===== config.mk =====
export PLATFORM = sky130hd
export DESIGN_NAME = flash_prog_seq
export DESIGN_NICKNAME = d
export VERILOG_FILES = /design/src/rtl/fps_pkg.sv /design/src/rtl/fps_cmd_table.sv /design/src/rtl/fps_settle.sv /design/src/rtl/fps_poll_ctr.sv /design/src/rtl/flash_prog_seq.sv
export SDC_FILE = /design/constraint.sdc
export NUM_CORES = 1
export LEC_CHECK = 0
export BUFFER_PORTS_ARGS = -buffer_cell sky130_fd_sc_hd__buf_2
export CORE_ASPECT_RATIO = 2
export CORE_UTILIZATION = 35
export DETAILED_ROUTE_END_ITERATION = 16
export GPL_TIMING_DRIVEN = 1
export SLEW_MARGIN = 5
export SYNTH_ARGS = -nofsm -noshare
export SYNTH_HDL_FRONTEND = slang
export SYNTH_SLANG_ARGS = --single-unit

===== constraint.sdc =====
create_clock -name clk -period 4.8 [get_ports clk]
set_input_delay 0 -clock clk [delete_from_list [all_inputs] [get_ports clk]]
set_output_delay 0 -clock clk [all_outputs]
set_load 0.02 [all_outputs]

===== src/rtl/fps_pkg.sv =====
package fps_pkg;
  typedef enum logic [3:0] {
    ST_IDLE, ST_ISSUE, ST_SETTLE,
    ST_PRD1, ST_PRD2, ST_PWAIT, ST_PCMP,
    ST_VRD, ST_VWAIT, ST_VCMP
  } fps_state_t;

  localparam logic [10:0] OFFS_KEY1 = 11'h555;
  localparam logic [10:0] OFFS_KEY2 = 11'h2AA;
  localparam logic [7:0]  CODE_KEY1 = 8'hAA;
  localparam logic [7:0]  CODE_KEY2 = 8'h55;
  localparam logic [7:0]  CODE_ERASE_ARM = 8'h80;
  localparam logic [7:0]  CODE_ERASE_GO  = 8'h30;
  localparam logic [7:0]  CODE_PROG      = 8'hA0;
  localparam logic [7:0]  CODE_READ_MODE = 8'hF0;
  localparam logic [7:0]  ERASED_BYTE    = 8'hFF;

  localparam logic [2:0] ERASE_RESET_STEP = 3'd6;
  localparam logic [2:0] PROG_RESET_STEP  = 3'd4;
endpackage


===== src/rtl/fps_cmd_table.sv =====
module fps_cmd_table
  import fps_pkg::*;
#(
  parameter int ADDR_W = 13,
  parameter int IDX_W  = 13
) (
  input  logic              prog,
  input  logic [2:0]        step,
  input  logic [IDX_W-1:0]  idx,
  input  logic [7:0]        src_byte,
  output logic [ADDR_W-1:0] addr,
  output logic [7:0]        data,
  output logic              poll_next,
  output logic              reset_cmd
);
  localparam logic [ADDR_W-1:0] A_KEY1 = ADDR_W'(OFFS_KEY1);
  localparam logic [ADDR_W-1:0] A_KEY2 = ADDR_W'(OFFS_KEY2);

  always_comb begin
    addr      = '0;
    data      = CODE_READ_MODE;
    poll_next = 1'b0;
    reset_cmd = 1'b0;
    if (!prog) begin
      case (step)
        3'd0: begin addr = A_KEY1; data = CODE_KEY1; end
        3'd1: begin addr = A_KEY2; data = CODE_KEY2; end
        3'd2: begin addr = A_KEY1; data = CODE_ERASE_ARM; end
        3'd3: begin addr = A_KEY1; data = CODE_KEY1; end
        3'd4: begin addr = A_KEY2; data = CODE_KEY2; end
        3'd5: begin addr = '0; data = CODE_ERASE_GO; poll_next = 1'b1; end
        default: reset_cmd = 1'b1;
      endcase
    end else begin
      case (step)
        3'd0: begin addr = A_KEY1; data = CODE_KEY1; end
        3'd1: begin addr = A_KEY2; data = CODE_KEY2; end
        3'd2: begin addr = A_KEY1; data = CODE_PROG; end
        3'd3: begin addr = ADDR_W'(idx); data = src_byte; poll_next = 1'b1; end
        default: reset_cmd = 1'b1;
      endcase
    end
  end
endmodule


===== src/rtl/fps_settle.sv =====
module fps_settle #(
  parameter int SETTLE_CYC = 250,
  localparam int CW = $clog2(SETTLE_CYC + 2)
) (
  input  logic clk,
  input  logic rst,
  input  logic load,
  output logic expired
);
  logic [CW-1:0] cnt_q;

  always_ff @(posedge clk) begin
    if (rst)                cnt_q <= '0;
    else if (load)          cnt_q <= CW'(SETTLE_CYC);
    else if (cnt_q != '0)   cnt_q <= cnt_q - 1'b1;
  end

  assign expired = (cnt_q == '0);

  AST_SETTLE_RANGE: assert property (@(posedge clk) disable iff (rst)
    cnt_q <= CW'(SETTLE_CYC));
endmodule


===== src/rtl/fps_poll_ctr.sv =====
module fps_poll_ctr #(
  parameter int POLL_LIMIT = 1000000,
  localparam int PW = $clog2(POLL_LIMIT + 1)
) (
  input  logic clk,
  input  logic rst,
  input  logic clr,
  input  logic inc,
  output logic at_last
);
  logic [PW-1:0] cnt_q;

  always_ff @(posedge clk) begin
    if (rst || clr) cnt_q <= '0;
    else if (inc)   cnt_q <= cnt_q + 1'b1;
  end

  assign at_last = (cnt_q == PW'(POLL_LIMIT - 1));

  AST_POLL_BOUND: assert property (@(posedge clk) disable iff (rst)
    cnt_q < PW'(POLL_LIMIT));
endmodule


===== src/rtl/flash_prog_seq.sv =====
module flash_prog_seq
  import fps_pkg::*;
#(
  parameter int ADDR_W     = 13,
  parameter int BANK_BYTES = 8192,
  parameter int SETTLE_CYC = 250,
  parameter int POLL_LIMIT = 1000000,
  localparam int IDX_W = $clog2(BANK_BYTES)
) (
  input  logic              clk,
  input  logic              rst,
  input  logic              start,
  input  logic              op_prog,
  output logic              busy,
  output logic              done,
  output logic              err_timeout,
  output logic              err_verify,
  output logic [IDX_W-1:0]  src_addr,
  input  logic [7:0]        src_data,
  output logic [ADDR_W-1:0] fl_addr,
  output logic [7:0]        fl_wdata,
  output logic              fl_we,
  output logic              fl_re,
  input  logic [7:0]        fl_rdata
);
  localparam logic [IDX_W-1:0] LAST_IDX = IDX_W'(BANK_BYTES - 1);

  fps_state_t        state_q;
  logic [2:0]        step_q;
  logic [IDX_W-1:0]  idx_q;
  logic              prog_q;
  logic [7:0]        poll_a_q;
  logic              busy_q, done_q, err_t_q, err_v_q;
  logic              we_q, re_q;
  logic [ADDR_W-1:0] addr_q;
  logic [7:0]        wdata_q;

  logic [ADDR_W-1:0] t_addr;
  logic [7:0]        t_data;
  logic              t_poll, t_reset;
  logic              dly_exp, poll_last;
  logic              poll_clr, poll_inc, poll_same, idx_last;
  logic [7:0]        verify_exp;

  fps_cmd_table #(.ADDR_W(ADDR_W), .IDX_W(IDX_W)) u_table (
    .prog(prog_q), .step(step_q), .idx(idx_q), .src_byte(src_data),
    .addr(t_addr), .data(t_data), .poll_next(t_poll), .reset_cmd(t_reset)
  );

  fps_settle #(.SETTLE_CYC(SETTLE_CYC)) u_settle (
    .clk(clk), .rst(rst), .load(state_q == ST_ISSUE), .expired(dly_exp)
  );

  assign poll_same = (fl_rdata == poll_a_q);
  assign poll_clr  = (state_q == ST_SETTLE) && dly_exp && t_poll;
  assign poll_inc  = (state_q == ST_PCMP) && !poll_same && !poll_last;

  fps_poll_ctr #(.POLL_LIMIT(POLL_LIMIT)) u_poll (
    .clk(clk), .rst(rst), .clr(poll_clr), .inc(poll_inc), .at_last(poll_last)
  );

  assign idx_last   = (idx_q == LAST_IDX);
  assign verify_exp = prog_q ? src_data : ERASED_BYTE;

  always_ff @(posedge clk) begin
    if (rst) begin
      state_q  <= ST_IDLE;
      step_q   <= '0;
      idx_q    <= '0;
      prog_q   <= 1'b0;
      poll_a_q <= '0;
      busy_q   <= 1'b0;
      done_q   <= 1'b0;
      err_t_q  <= 1'b0;
      err_v_q  <= 1'b0;
      we_q     <= 1'b0;
      re_q     <= 1'b0;
      addr_q   <= '0;
      wdata_q  <= '0;
    end else begin
      we_q   <= 1'b0;
      re_q   <= 1'b0;
      done_q <= 1'b0;
      case (state_q)
        ST_IDLE: if (start) begin
          prog_q  <= op_prog;
          step_q  <= '0;
          idx_q   <= '0;
          err_t_q <= 1'b0;
          err_v_q <= 1'b0;
          busy_q  <= 1'b1;
          state_q <= ST_ISSUE;
        end
        ST_ISSUE: begin
          we_q    <= 1'b1;
          addr_q  <= t_addr;
          wdata_q <= t_data;
          state_q <= ST_SETTLE;
        end
        ST_SETTLE: if (dly_exp) begin
          if (t_reset) begin
            idx_q   <= '0;
            state_q <= ST_VRD;
          end else if (t_poll) begin
            state_q <= ST_PRD1;
          end else begin
            step_q  <= step_q + 1'b1;
            state_q <= ST_ISSUE;
          end
        end
        ST_PRD1: begin
          re_q    <= 1'b1;
          addr_q  <= '0;
          state_q <= ST_PRD2;
        end
        ST_PRD2: begin
          re_q    <= 1'b1;
          addr_q  <= '0;
          state_q <= ST_PWAIT;
        end
        ST_PWAIT: begin
          poll_a_q <= fl_rdata;
          state_q  <= ST_PCMP;
        end
        ST_PCMP: begin
          if (poll_same) begin
            if (!prog_q) begin
              step_q <= ERASE_RESET_STEP;
            end else if (idx_last) begin
              step_q <= PROG_RESET_STEP;
            end else begin
              idx_q  <= idx_q + 1'b1;
              step_q <= '0;
            end
            state_q <= ST_ISSUE;
          end else if (poll_last) begin
            err_t_q <= 1'b1;
            done_q  <= 1'b1;
            busy_q  <= 1'b0;
            state_q <= ST_IDLE;
          end else begin
            state_q <= ST_PRD1;
          end
        end
        ST_VRD: begin
          re_q    <= 1'b1;
          addr_q  <= ADDR_W'(idx_q);
          state_q <= ST_VWAIT;
        end
        ST_VWAIT: state_q <= ST_VCMP;
        ST_VCMP: begin
          if (fl_rdata != verify_exp) begin
            err_v_q <= 1'b1;
            done_q  <= 1'b1;
            busy_q  <= 1'b0;
            state_q <= ST_IDLE;
          end else if (idx_last) begin
            done_q  <= 1'b1;
            busy_q  <= 1'b0;
            state_q <= ST_IDLE;
          end else begin
            idx_q   <= idx_q + 1'b1;
            state_q <= ST_VRD;
          end
        end
        default: state_q <= ST_IDLE;
      endcase
    end
  end

  assign busy        = busy_q;
  assign done        = done_q;
  assign err_timeout = err_t_q;
  assign err_verify  = err_v_q;
  assign src_addr    = idx_q;
  assign fl_addr     = addr_q;
  assign fl_wdata    = wdata_q;
  assign fl_we       = we_q;
  assign fl_re       = re_q;

  AST_WE_SETTLE: assert property (@(posedge clk) disable iff (rst)
    fl_we |=> !fl_we && !fl_re);
  AST_BUS_EXCL: assert property (@(posedge clk) disable iff (rst)
    !(fl_we && fl_re));
  AST_DONE_PULSE: assert property (@(posedge clk) disable iff (rst)
    done |=> !done);
  AST_DONE_NOT_BUSY: assert property (@(posedge clk) disable iff (rst)
    done |-> !busy);
  AST_IDLE_QUIET: assert property (@(posedge clk) disable iff (rst)
    !busy |-> !fl_we && !fl_re);
  AST_ERR_EXCL: assert property (@(posedge clk) disable iff (rst)
    done |-> !(err_timeout && err_verify));
  AST_ERR_HOLD: assert property (@(posedge clk) disable iff (rst)
    !busy && !$past(done) && $past(!busy) |-> $stable(err_timeout) && $stable(err_verify));
endmodule


Word-level counts from Yosys, hierarchy flattened
Cells that the tools add are included.
{"block": "word_totals", "ff_bits": 84, "inputBits": 20, "out_inout_bits": 40, "elab_cells": 144}
{"block": "op_classes", "n_addsub": 4, "eq_ne": 30, "n_mux": 60, "n_reduce_logical": 34}
{"op": "2-to-1 mux 13 bit", "count": 8}
{"op": "one-hot mux 13 bit (3 select lines)", "count": 2}
{"op": "one-hot mux 8 bit (4 select lines)", "count": 2}
{"op": "one-hot mux 13 bit (4 select lines)", "count": 1}
{"op": "one-hot mux 4 bit (10 select lines)", "count": 1}
{"op": "2-to-1 mux 8 bit", "count": 4}
{"op": "2-to-1 mux 3 bit", "count": 10}
{"op": "!= test 2 bit, second input constant", "count": 11}
{"op": "one-hot mux 11 bit (2 select lines)", "count": 1}
{"op": "2-to-1 mux 1 bit", "count": 21}
{"op": "adder 20 x 1 -> 20 bit, second input constant", "count": 1}
{"op": "equality test 20 bit, second input constant", "count": 1}
{"op": "equality test 4 x 3 -> 1 bit, second input constant", "count": 4}
{"op": "adder 13 x 1 -> 13 bit, second input constant", "count": 1}
{"op": "equality test 13 bit, second input constant", "count": 1}
{"op": "OR reduction 2 bit", "count": 5}
{"op": "one-hot mux 3 bit (3 select lines)", "count": 1}
{"op": "nonzero test 3 bit", "count": 3}
{"op": "equality test 4 x 2 -> 1 bit, second input constant", "count": 2}
{"op": "equality test 4 bit, second input constant", "count": 2}
{"op": "equality test 8 bit", "count": 1}
{"op": "logical NOT 8 bit", "count": 1}
{"op": "2-to-1 mux 4 bit", "count": 2}
{"op": "!= test 8 bit", "count": 1}
{"op": "27 further kinds", "count": 41}

Longest topological paths before layout
Gate-level depths: netlist of the first run.
{"block": "depth", "depth_word": 7, "depth_mapped": 10}

Cells and area by module
From an unflattened synthesis of the first run, not the netlist that was laid out.
{"block": "hier_totals", "cells_unflattened": 610, "hier_area_um2": 4936.0}
{"mod": "flash_prog_seq", "instances": 1, "cells_each": 380, "area_each_um2": 3100.5}
{"mod": "fps_poll_ctr", "instances": 1, "cells_each": 112, "area_each_um2": 991.0}
{"mod": "fps_settle", "instances": 1, "cells_each": 55, "area_each_um2": 470.5}
{"mod": "fps_cmd_table", "instances": 1, "cells_each": 63, "area_each_um2": 374.1}

Least setup slack after synthesis of the first run
No wires, ideal clock.
{"block": "synth_timing", "path_type": "flip-flop to flip-flop", "start": "register step_q[0]", "end": "register idx_q[3], in the netlist src_addr[3]", "setup_time_ns": 0.136, "arrival_ns": 2.428, "required_time_ns": 4.664, "path_slack_ns": 2.236, "stages_incl_launch_ff": 11, "path_buffers": 2, "period_less_slack_ns": 2.564, "path_cell_list": "dfxtp_1 > inv_1 > ha_1 > buf_6 > or3_1 > and2_1 > a221oi_2 > nand3_4 > buf_2 > o311ai_0 > o31ai_1"}
{"block": "synth_via", "elab_chain_cells": 6, "elab_cells_between_ends": 13, "cone_classes": "6 x eq/ne; 3 x mux; 4 x reduce/logical"}
{"item": "start: declaration", "line": "flash_prog_seq.sv:29", "text": "logic [2:0] step_q;"}
{"item": "start signal: assignment", "line": "flash_prog_seq.sv:107", "text": "step_q <= step_q + 1'b1;"}
{"item": "equality test 3 bit, or another cell as far along", "line": "fps_cmd_table.sv:25", "text": "case (step)"}
{"item": "OR reduction 6 bit (no source line) / OR reduction 4 bit (equally long branches)"}
{"item": "2-to-1 mux 1 bit (on tied branches)", "line": "fps_cmd_table.sv:25, fps_cmd_table.sv:35"}
{"item": "2-to-1 mux 1 bit *", "line": "fps_cmd_table.sv:24", "text": "if (!prog) begin"}
{"item": "!= test 2 bit (no source line) *"}
{"item": "AND reduction 7 bit (no source line) *"}
{"item": "end signal: assignment", "line": "flash_prog_seq.sv:132", "text": "idx_q <= idx_q + 1'b1;"}
{"item": "end signal: assignment", "line": "flash_prog_seq.sv:162", "text": "idx_q <= idx_q + 1'b1;"}
{"item": "end: declaration", "line": "flash_prog_seq.sv:30", "text": "logic [IDX_W-1:0] idx_q;"}
Mark *: on every way between the ends. The rest lies on a longest branch, timed or not.
A chain may end at the register's enable or synchronous reset.

Worst setup path after layout of the first run
{"block": "layout_timing", "start": "register prog_q", "end": "register idx_q[2], in the netlist src_addr[2]"}
{"block": "layout_via", "elab_chain_cells": 4, "elab_cells_between_ends": 7, "cone_classes": "4 x eq/ne; 2 x mux; 1 x reduce/logical"}
{"item": "start: declaration", "line": "flash_prog_seq.sv:31", "text": "logic prog_q;"}
{"item": "start signal: assignment", "line": "flash_prog_seq.sv:86", "text": "prog_q <= op_prog;"}
{"item": "2-to-1 mux 8 bit", "line": "flash_prog_seq.sv:63", "text": "assign verify_exp = prog_q ? src_data : ERASED_BYTE;"}
{"item": "!= test 8 bit", "line": "flash_prog_seq.sv:152", "text": "if (fl_rdata != verify_exp) begin"}
{"item": "!= test 2 bit (no source line)"}
{"item": "AND reduction 7 bit (no source line) *"}
Marked as above.

==> results of run 1 <==
==> metrics by stage <==
stage | hold slack [ns] | worst slack [ns]
global route | 0.0506 | 1.61
global placement | 0.237 | 1.91
finish | 0.00808 | 1.77
floorplan | 0.109 | 2.24
detailed placement | 0.260 | 1.84
CTS | 0.00433 | 1.82
==> Yosys cell counts, types with 6 or more instances <==
library cell / instances / area (um2)
a211oi_1: 18 / 135
a21oi_1: 48 / 240
and3_1: 10 / 62.6
buf_2: 6 / 30.0
clkbuf_1: 18 / 67.6
dfxtp_1: 84 / 1680
ha_1: 8 / 100
inv_1: 11 / 41.3
mux2i_1: 10 / 100
nand2_1: 63 / 236
nand2b_1: 8 / 50.1
nand3_1: 15 / 75.1
nand4_1: 11 / 68.8
nor2_1: 64 / 240
nor3_1: 11 / 55.1
o211ai_1: 7 / 52.6
o21ai_0: 20 / 100
o31ai_1: 13 / 97.6
or3_1: 11 / 68.8
or4_1: 11 / 82.6
xnor2_1: 12 / 105
xor2_1: 16 / 140
==> cell usage in the layout, fill, tap and decap left out, types with 7 or more instances in the layout <==
cell and instances:
dfxtp_1 84, nor2_1 64, nand2_1 63, buf_2 59, a21oi_1 48, o21ai_0 20, a211oi_1 18, xor2_1 16
nand3_1 15, o31ai_1 13, xnor2_1 12, inv_1 11, nand4_1 11, nor3_1 11, or3_1 11, or4_1 11
mux2i_1 10, and3_1 10, dlygate4sd3_1 10, clkbuf_16 9, nand2b_1 8, ha_1 8, o211ai_1 7
==> final cells by class <==
class	instances	area (um2)	area share [%]
tap	150	188	3.58
sequential	84	1680	32.1
inverter	11	41.3	0.788
clock inverter	2	12.5	0.239
clock buffer	11	253	4.83
timing repair buffer	71	410	7.84
multi-input combinational	432	2650	50.6
==> layer usage <==
layer	vias up	track usage, %	wire length [um]
met5	-	0	0
li1	2135	-	-
met3	24	2.75	318
met1	2038	19.6	4700
met4	0	9.57	367
met2	77	37.0	6910
==> registers in the layout (all words and copies together), names as in the netlist <==
| signal | count |
|---|---|
| busy | 1 |
| src_addr | 13 |
| poll_a_q | 8 |
| u_settle.cnt_q | 8 |
| err_verify | 1 |
| fl_re | 1 |
| prog_q | 1 |
| u_poll.cnt_q | 20 |
| fl_addr | 13 |
| state_q | 4 |
| fl_we | 1 |
| step_q | 3 |
| done | 1 |
| err_timeout | 1 |
| fl_wdata | 8 |
==> kinds of logic (layout without fill, tap and decap cells) <==
group | after synthesis | after routing | share of synthesized area [%]
AOI/OAI and AO/OA | 143 | 143 | 20.8
xor gates and xnor gates | 28 | 28 | 5.46
adders and majority gates | 8 | 8 | 2.23
buffers and inverters | 38 | 95 | 3.51
DFF | 84 | 84 | 37.4
muxes | 11 | 11 | 2.48
and+or+nand+nor | 242 | 242 | 28.1
==> path summary, 6_finish.rpt <==
| kind | from | to | slack [ns] | cells past startpoint |
|---|---|---|---|---|
| worst min-delay path | fl_rdata[6] | poll_a_q[6] | 0.008 | 3 |
| worst max-delay path | prog_q | src_addr[2] | 1.77 | 6 |
| worst max register to register | prog_q | src_addr[2] | 1.77 | 6 |
| worst min register to register | fl_wdata[3] | fl_wdata[3] | 0.45 | 2 |
==> power breakdown <==
group	internal, uW	switching [uW]
Clock	369	265
Sequential	778	70.1
Combinational	242	380
==> tightest hold or removal path: stages <==
cell and delay (ns):
buf_2 0.14, mux2i_1 0.08, nor2_1 0.08
==> reports/results.txt, run 1 <==
input/output buffers - 59
final clock skew - 0.00672 ns
CP Capture Type - flop
total power - 2100 uW
vias in the first global route - 4080
CTS H-tree lvls - 3
CTS tree - built
Async S/R FF share, synth - 0%
share of layout cells above drive strength 1 - 13.9%
first-pass GRT wire length - 19900 um
final core utilization - 41.7%
Worst path slowest cell - dfxtp_1
FP Rows - 58
Mapped Cells - 554
initial antenna violation count - 0
HPWL Detailed - 9310 um
diodes inserted - 0
Post-synth EDFFs - 0
Yosys warnings - 0
area growth from synthesis to layout - 16.6%
Initial Utilization - 35.8%
clock sinks - 84
DRC Markers - 0
unique cell type count in the Yosys netlist - 65
wire per inst - 16.2 um
static leakage - 0.00196 uW
die area - 13300 um2
CP Data Arrival Time - 3.28 ns
Startpoint Class - flop
routability congestion estimate - 0.889
vias per inst - 5.62
number of buffers and inverters on the critical path - 1
critical path's largest stage delay - 0.88 ns
outcome - completed
Avg Cell Area, Syn - 8.11 um2
post-CTS sizing - 0
core area - 12600 um2
slew margin rel. - 30.4%
Die W - 82.1 um
grt total ovfl - 0
final setup vio count - 0
# IOs - 60
Cell Chain, Critical Path - inv_1 -> nor4_1 -> o32ai_1 -> o31a_1 -> or4_1 -> a21oi_1
maximum vdd drop - 0.000232 V
Post-synth top flop - dfxtp_1
fmax - 330 MHz
CP top delay family - simple AND/OR/NAND/NOR gates
die height - 162 um
fin nets - 637
Pre-Repair DR Iteration Count - 4
clk_lat worst skew - 0.34 ns
hold buffer count at cts - 10
setup repair bufs after CTS - 0
Global Route Usage Sum - 19.5%
kind of critical path - reg2reg
crit-path max FO - 28
RSZ-0062 raised after global routing - false
Mapped Area - 4490 um2
Required @ worst endpoint - 5.06 ns
Tcrit/Tclk final - 63.0%
Final min period - 3.03 ns
Final Max Slew Viols - 0
number of max-cap violations - 0
clk buf depth - 2
post-route cell area - 5240 um2
final setup TNS - 0 ns
cell total after placement - 738
worst min path class - in2reg
number of synthesized register bits - 84
clock root buffer master - clkbuf_16
syn_nets - 582
Final Hold Viols - 0
Fill cells - 1292
Post-DP Area - 4870 um2
Finished Layout Cells - 761
clk slew on worst S/H paths - 0.06 ns
number of CTS-inserted buffers - 9
final WL - 12300 um
pin count of the biggest net entering global routing - 58
Initial DRC Count - 204
Worst-Margin Slew - 1.04 ns
Post-DRT Antenna Nets - 0
Power Density - 402 nW/um2
post-synthesis sequential area ratio - 37.4%
Via Count - 4274
Power figures use the tool's default switching activity.
==> run 2: changes to the inputs <==
==> constraint.sdc (replaced) <==
create_clock -name clk -period 3.1 [get_ports clk]
set_input_delay 0 -clock clk [delete_from_list [all_inputs] [get_ports clk]]
set_output_delay 0 -clock clk [all_outputs]
set_load 0.02 [all_outputs]
==> run 2 against run 1 <==
  * Sequential power up 54%
  * Highest routed layer unchanged
  * Setup slack worse by 1.5 ns
  * Via count is 2.1% higher
==> reports/results.txt, run 2 (same netlist as run 1, synthesis figures left out) <==
static leakage - 0.00200 uW (+2.5%)
crit-path max FO - 19 (-32%)
Pre-Repair DR Iteration Count - 5 (+1)
fmax - 358 MHz (+8.3%)
final setup vio count - 0 (unchanged)
Fill cells - 1318 (+2.0%)
Worst path slowest cell - or4b_1
CTS H-tree lvls - 3 (unchanged)
CP Capture Type - flop
CTS tree - built
critical path's largest stage delay - 0.52 ns (-0.36 ns)
kind of critical path - reg2reg
initial antenna violation count - 0 (unchanged)
vias in the first global route - 4159 (+1.9%)
Via Count - 4362 (+2.1%)
commonest non-fill, non-tap cell in the layout - dfxtp_1
FP Rows - 58 (unchanged)
grt total ovfl - 0 (unchanged)
clock sinks - 84 (unchanged)
clk buf depth - 2 (unchanged)
Top reg by flops - u_poll.cnt_q
Final min period - 2.79 ns (-0.232 ns)
Initial Utilization - 35.8% (unchanged)
# IOs - 60 (unchanged)
final clock skew - 0.00931 ns (+0.00259 ns)
Power Density - 642 nW/um2 (+60%)
Final Max Slew Viols - 0 (unchanged)
slew margin rel. - 36.4% (+6.0 points)
most frequent cells in the layout - dfxtp_1, nor2_1, nand2_1
outcome - completed
Cell Chain, Critical Path - inv_1 -> ha_1 -> or3_1 -> and2_1 -> a221oi_4 -> nand3_4 -> or4b_1 -> a21oi_1
Tcrit/Tclk final - 90.1% (+27 points)
Final Hold Viols - 0 (unchanged)
max reg flops - 20 (unchanged)
diodes inserted - 0 (unchanged)
vias per inst - 5.66 (+0.87%)
die height - 162 um (unchanged)
fin nets - 643 (+0.94%)
DRC Markers - 0 (unchanged)
CP Data Arrival Time - 3.06 ns (-0.22 ns)
RSZ-0062 raised after global routing - false
die area - 13300 um2 (unchanged)
final WL - 12600 um (+2.6%)
final setup TNS - 0 ns (unchanged)
Die W - 82.1 um (unchanged)
Global Route Usage Sum - 19.9% (+0.39 points)
setup repair bufs after CTS - 0 (unchanged)
number of CTS-inserted buffers - 9 (unchanged)
HPWL Detailed - 9440 um (+1.4%)
wire per inst - 16.4 um (+1.4%)
Post-DRT Antenna Nets - 0 (unchanged)
area growth from synthesis to layout - 18.7%
core area - 12600 um2 (unchanged)
clock root buffer master - clkbuf_16
number of buffers and inverters on the critical path - 1 (unchanged)
maximum vdd drop - 0.000320 V (+38%)
CP top delay family - simple AND/OR/NAND/NOR gates
clk slew on worst S/H paths - 0.06 ns (about the same)
pin count of the biggest net entering global routing - 39 (-33%)
share of layout cells above drive strength 1 - 15.2% (+1.2 points)
Initial DRC Count - 228 (+12%)
clk_lat worst skew - 0.34 ns (about the same)
Placement Setup Slack - 0.220 ns (-1.62 ns)
routability congestion estimate - 0.910 (+2.4%)
worst min path class - in2reg
PnR worst setup slack - 0.306 ns (-1.47 ns)
Required @ worst endpoint - 3.37 ns (-1.69 ns)
Worst-Margin Slew - 0.951 ns (-0.0929 ns)
input/output buffers - 59 (unchanged)
Startpoint Class - flop
number of max-cap violations - 0 (unchanged)
first-pass GRT wire length - 20200 um (+1.4%)
run 2: cell count changes in the layout (fill, tap and decap cells not counted), sizes merged:
cell	change
dlygate4sd3	-1
clkbuf	+1
clkinv	+1
bufinv	+1
buf	+7
run 2: through the flow:
| step | utilization [%] | std cells | hold slack [ns] | cell area, um2 | power, uW |
|---|---|---|---|---|---|
| finish | 42.5 | 770 | 0.00180 | 5330 | 3420 |
| floorplan | - | 554 | 0.109 | 4490 | 2050 |
| detailed placement | 39.2 | 745 | 0.270 | 4920 | 2330 |
| CTS | 42.4 | 770 | 0.00449 | 5320 | 3440 |
| global placement | 39.2 | 745 | 0.255 | 4920 | 2300 |
| global route | 42.5 | 770 | 0.0290 | 5330 | 3630 |
run 2: layer usage:
| layer | track usage (%) | routed length, um |
|---|---|---|
| met4 | 8.85 | 299 |
| met3 | 3.76 | 500 |
| met1 | 20.4 | 4670 |
| met5 | 0 | 0 |
| met2 | 37.0 | 7140 |
run 2: report_power, final:
part	switching (uW)	total (uW)	internal, uW
registers	103	1310	1200
clock network	440	1110	666
logic	616	1010	394
run 2: worst paths after layout:
check | startpoint | to | slack [ns] | cells after the start
setup reg to reg | step_q[0] | src_addr[1] | 0.31 | 8
hold reg to reg | fl_wdata[3] | fl_wdata[3] | 0.45 | 2
hold / removal | fl_rdata[0] | poll_a_q[0] | 0.002 | 3
setup / recovery | step_q[0] | src_addr[1] | 0.31 | 8
run 2: final cells by class:
class                   count  area [um2]  area share, %
multi-input cells         432        2660           50.0
flip-flops and latches     84        1680           31.5
repair buffers             77         453           8.50
clock buffers              12         256           4.81
well taps                 150         188           3.52
clock inverters             4        47.5          0.892
inverters                  11        41.3          0.775
run 2: repair_timing:
item / in CTS / in global routing
setup endpoints to repair: 0 / 3
hold buffers: 9 / 0
resized for setup: 0 / 1
endpoints found under the hold margin: 9 / 0
run 2: worst min-delay path: stages:
cell	delay [ns]
buf_2	0.14
mux2i_1	0.09
nor2_1	0.08
==> run 3: changes to the inputs <==
--- a/config.mk
+++ b/config.mk
@@ -10,6 +10,7 @@
 export CORE_UTILIZATION = 35
 export DETAILED_ROUTE_END_ITERATION = 16
 export GPL_TIMING_DRIVEN = 1
+export PLACE_DENSITY = 0.51
 export SLEW_MARGIN = 5
 export SYNTH_ARGS = -nofsm -noshare
 export SYNTH_HDL_FRONTEND = slang
==> run 3 against run 2 <==
  * Worst hold slack gained 0.11 ns
  * Die area unchanged
  * Count of clock-buffer cells in the layout decreased by 2
==> reports/results.txt, run 3 (same netlist as run 1, synthesis figures left out) <==
outcome - completed
number of CTS-inserted buffers - 9 (unchanged)
DRC Markers - 0 (unchanged)
fmax - 370 MHz (+3.4%)
HPWL Detailed - 9680 um (+2.6%)
grt total ovfl - 0 (unchanged)
slew margin rel. - 40.2% (+3.8 points)
cell total after placement - 745 (unchanged)
number of max-cap violations - 0 (unchanged)
Final min period - 2.70 ns (-0.0916 ns)
post-route cell area - 5350 um2 (+0.33%)
CP Data Arrival Time - 2.97 ns (-0.09 ns)
setup repair bufs after CTS - 0 (unchanged)
Final Max Slew Viols - 0 (unchanged)
final clock skew - 0.00691 ns (-0.00240 ns)
maximum vdd drop - 0.000376 V (+17%)
commonest non-fill, non-tap cell in the layout - dfxtp_1
hold buffer count at cts - 12 (+3)
final setup vio count - 0 (unchanged)
first-pass GRT wire length - 20100 um (-0.34%)
FP Rows - 58 (unchanged)
Post-DP Area - 4920 um2 (unchanged)
final WL - 12700 um (+0.33%)
area growth from synthesis to layout - 19.1%
CP Capture Type - flop
Global Route Usage Sum - 20.0% (+0.095 points)
worst min path class - in2reg
CTS tree - built
die height - 162 um (unchanged)
initial antenna violation count - 0 (unchanged)
final setup TNS - 0 ns (unchanged)
max reg flops - 20 (unchanged)
clock root buffer master - clkbuf_16
die area - 13300 um2 (unchanged)
CTS H-tree lvls - 3 (unchanged)
vias in the first global route - 4081 (-1.9%)
routability congestion estimate - 0.885 (-2.8%)
clock sinks - 84 (unchanged)
crit-path max FO - 19 (unchanged)
Via Count - 4279 (-1.9%)
Initial Utilization - 35.8% (unchanged)
input/output buffers - 59 (unchanged)
Final Hold Viols - 0 (unchanged)
wire per inst - 16.4 um (about the same)
# IOs - 60 (unchanged)
clk slew on worst S/H paths - 0.06 ns (about the same)
Tcrit/Tclk final - 87.2% (-3.0 points)
Die W - 82.1 um (unchanged)
Power Density - 636 nW/um2 (-0.92%)
Top reg by flops - u_poll.cnt_q
kind of critical path - reg2reg
clk buf depth - 2 (unchanged)
diodes inserted - 0 (unchanged)
post-CTS sizing - 0 (unchanged)
core area - 12600 um2 (unchanged)
Finished Layout Cells - 773 (+0.39%)
Initial DRC Count - 195 (-14%)
clk_lat worst skew - 0.34 ns (about the same)
vias per inst - 5.54 (-2.3%)
Required @ worst endpoint - 3.37 ns (about the same)
static leakage - 0.00201 uW (+0.47%)
most frequent cells in the layout - dfxtp_1, nor2_1, nand2_1
Post-DRT Antenna Nets - 0 (unchanged)
pin count of the biggest net entering global routing - 35 (-10%)
Pre-Repair DR Iteration Count - 4 (-1)
share of layout cells above drive strength 1 - 15.2% (+0.088 points)
Startpoint Class - flop
fin nets - 646 (+0.47%)
Worst-Margin Slew - 0.893 ns (-0.0574 ns)
RSZ-0062 raised after global routing - false
final core utilization - 42.6% (+0.14 points)
==> run 3: power breakdown <==
part           internal [uW]  switching [uW]  total (uW)  leakage, uW
Clock                    644             443        1090     0.000144
Combinational            397             610        1010      0.00119
Sequential              1200             104        1310     0.000683
==> run 3: area by class of cell <==
class / count / area [um2]
flip-flops and latches: 84 / 1680
repair buffers: 80 / 483
clock inverters: 6 / 63.8
inverters: 11 / 41.3
fillers: 1295 / 7210
well taps: 150 / 188
multi-input cells: 432 / 2650
clock buffers: 10 / 239
==> run 3: critical path, stage by stage (launching register included) <==
cell	delay, ns
dfxtp_1	0.39
inv_1	0.08
ha_1	0.30
or3_1	0.45
and2_1	0.17
a221oi_2	0.22
buf_4	0.18
nand3_4	0.17
or4_1	0.51
a21oi_1	0.15
==> run 3: worst paths after layout <==
check                           slack, ns  cells after the start         from     endpoint
worst max-delay path                 0.40                      9    step_q[0]  src_addr[2]
worst min-delay path                 0.11                      2          rst  poll_a_q[2]
worst max register to register       0.40                      9    step_q[0]  src_addr[2]
worst min register to register       0.45                      2  fl_addr[12]  fl_addr[12]
==> run 3: metal layers <==
metal  track usage (%)  part of all wire [%]  vias to the layer above
met3              2.81                   2.9                       30
met1              20.5                    38                     2008
li1                  -                     -                     2159
met5                 0                     0                        -
met2              36.5                    54                       82
met4              11.8                   4.6                        0
==> run 3: per-stage QoR <==
stage	total power (uW)	setup WS, ns	hold WS [ns]
after floorplan	2050	0.536	0.109
after global placement	2320	0.472	0.310
after detailed placement	2330	0.417	0.313
after CTS	3450	0.402	0.0955
after global routing	3600	0.231	0.132
final	3400	0.398	0.108
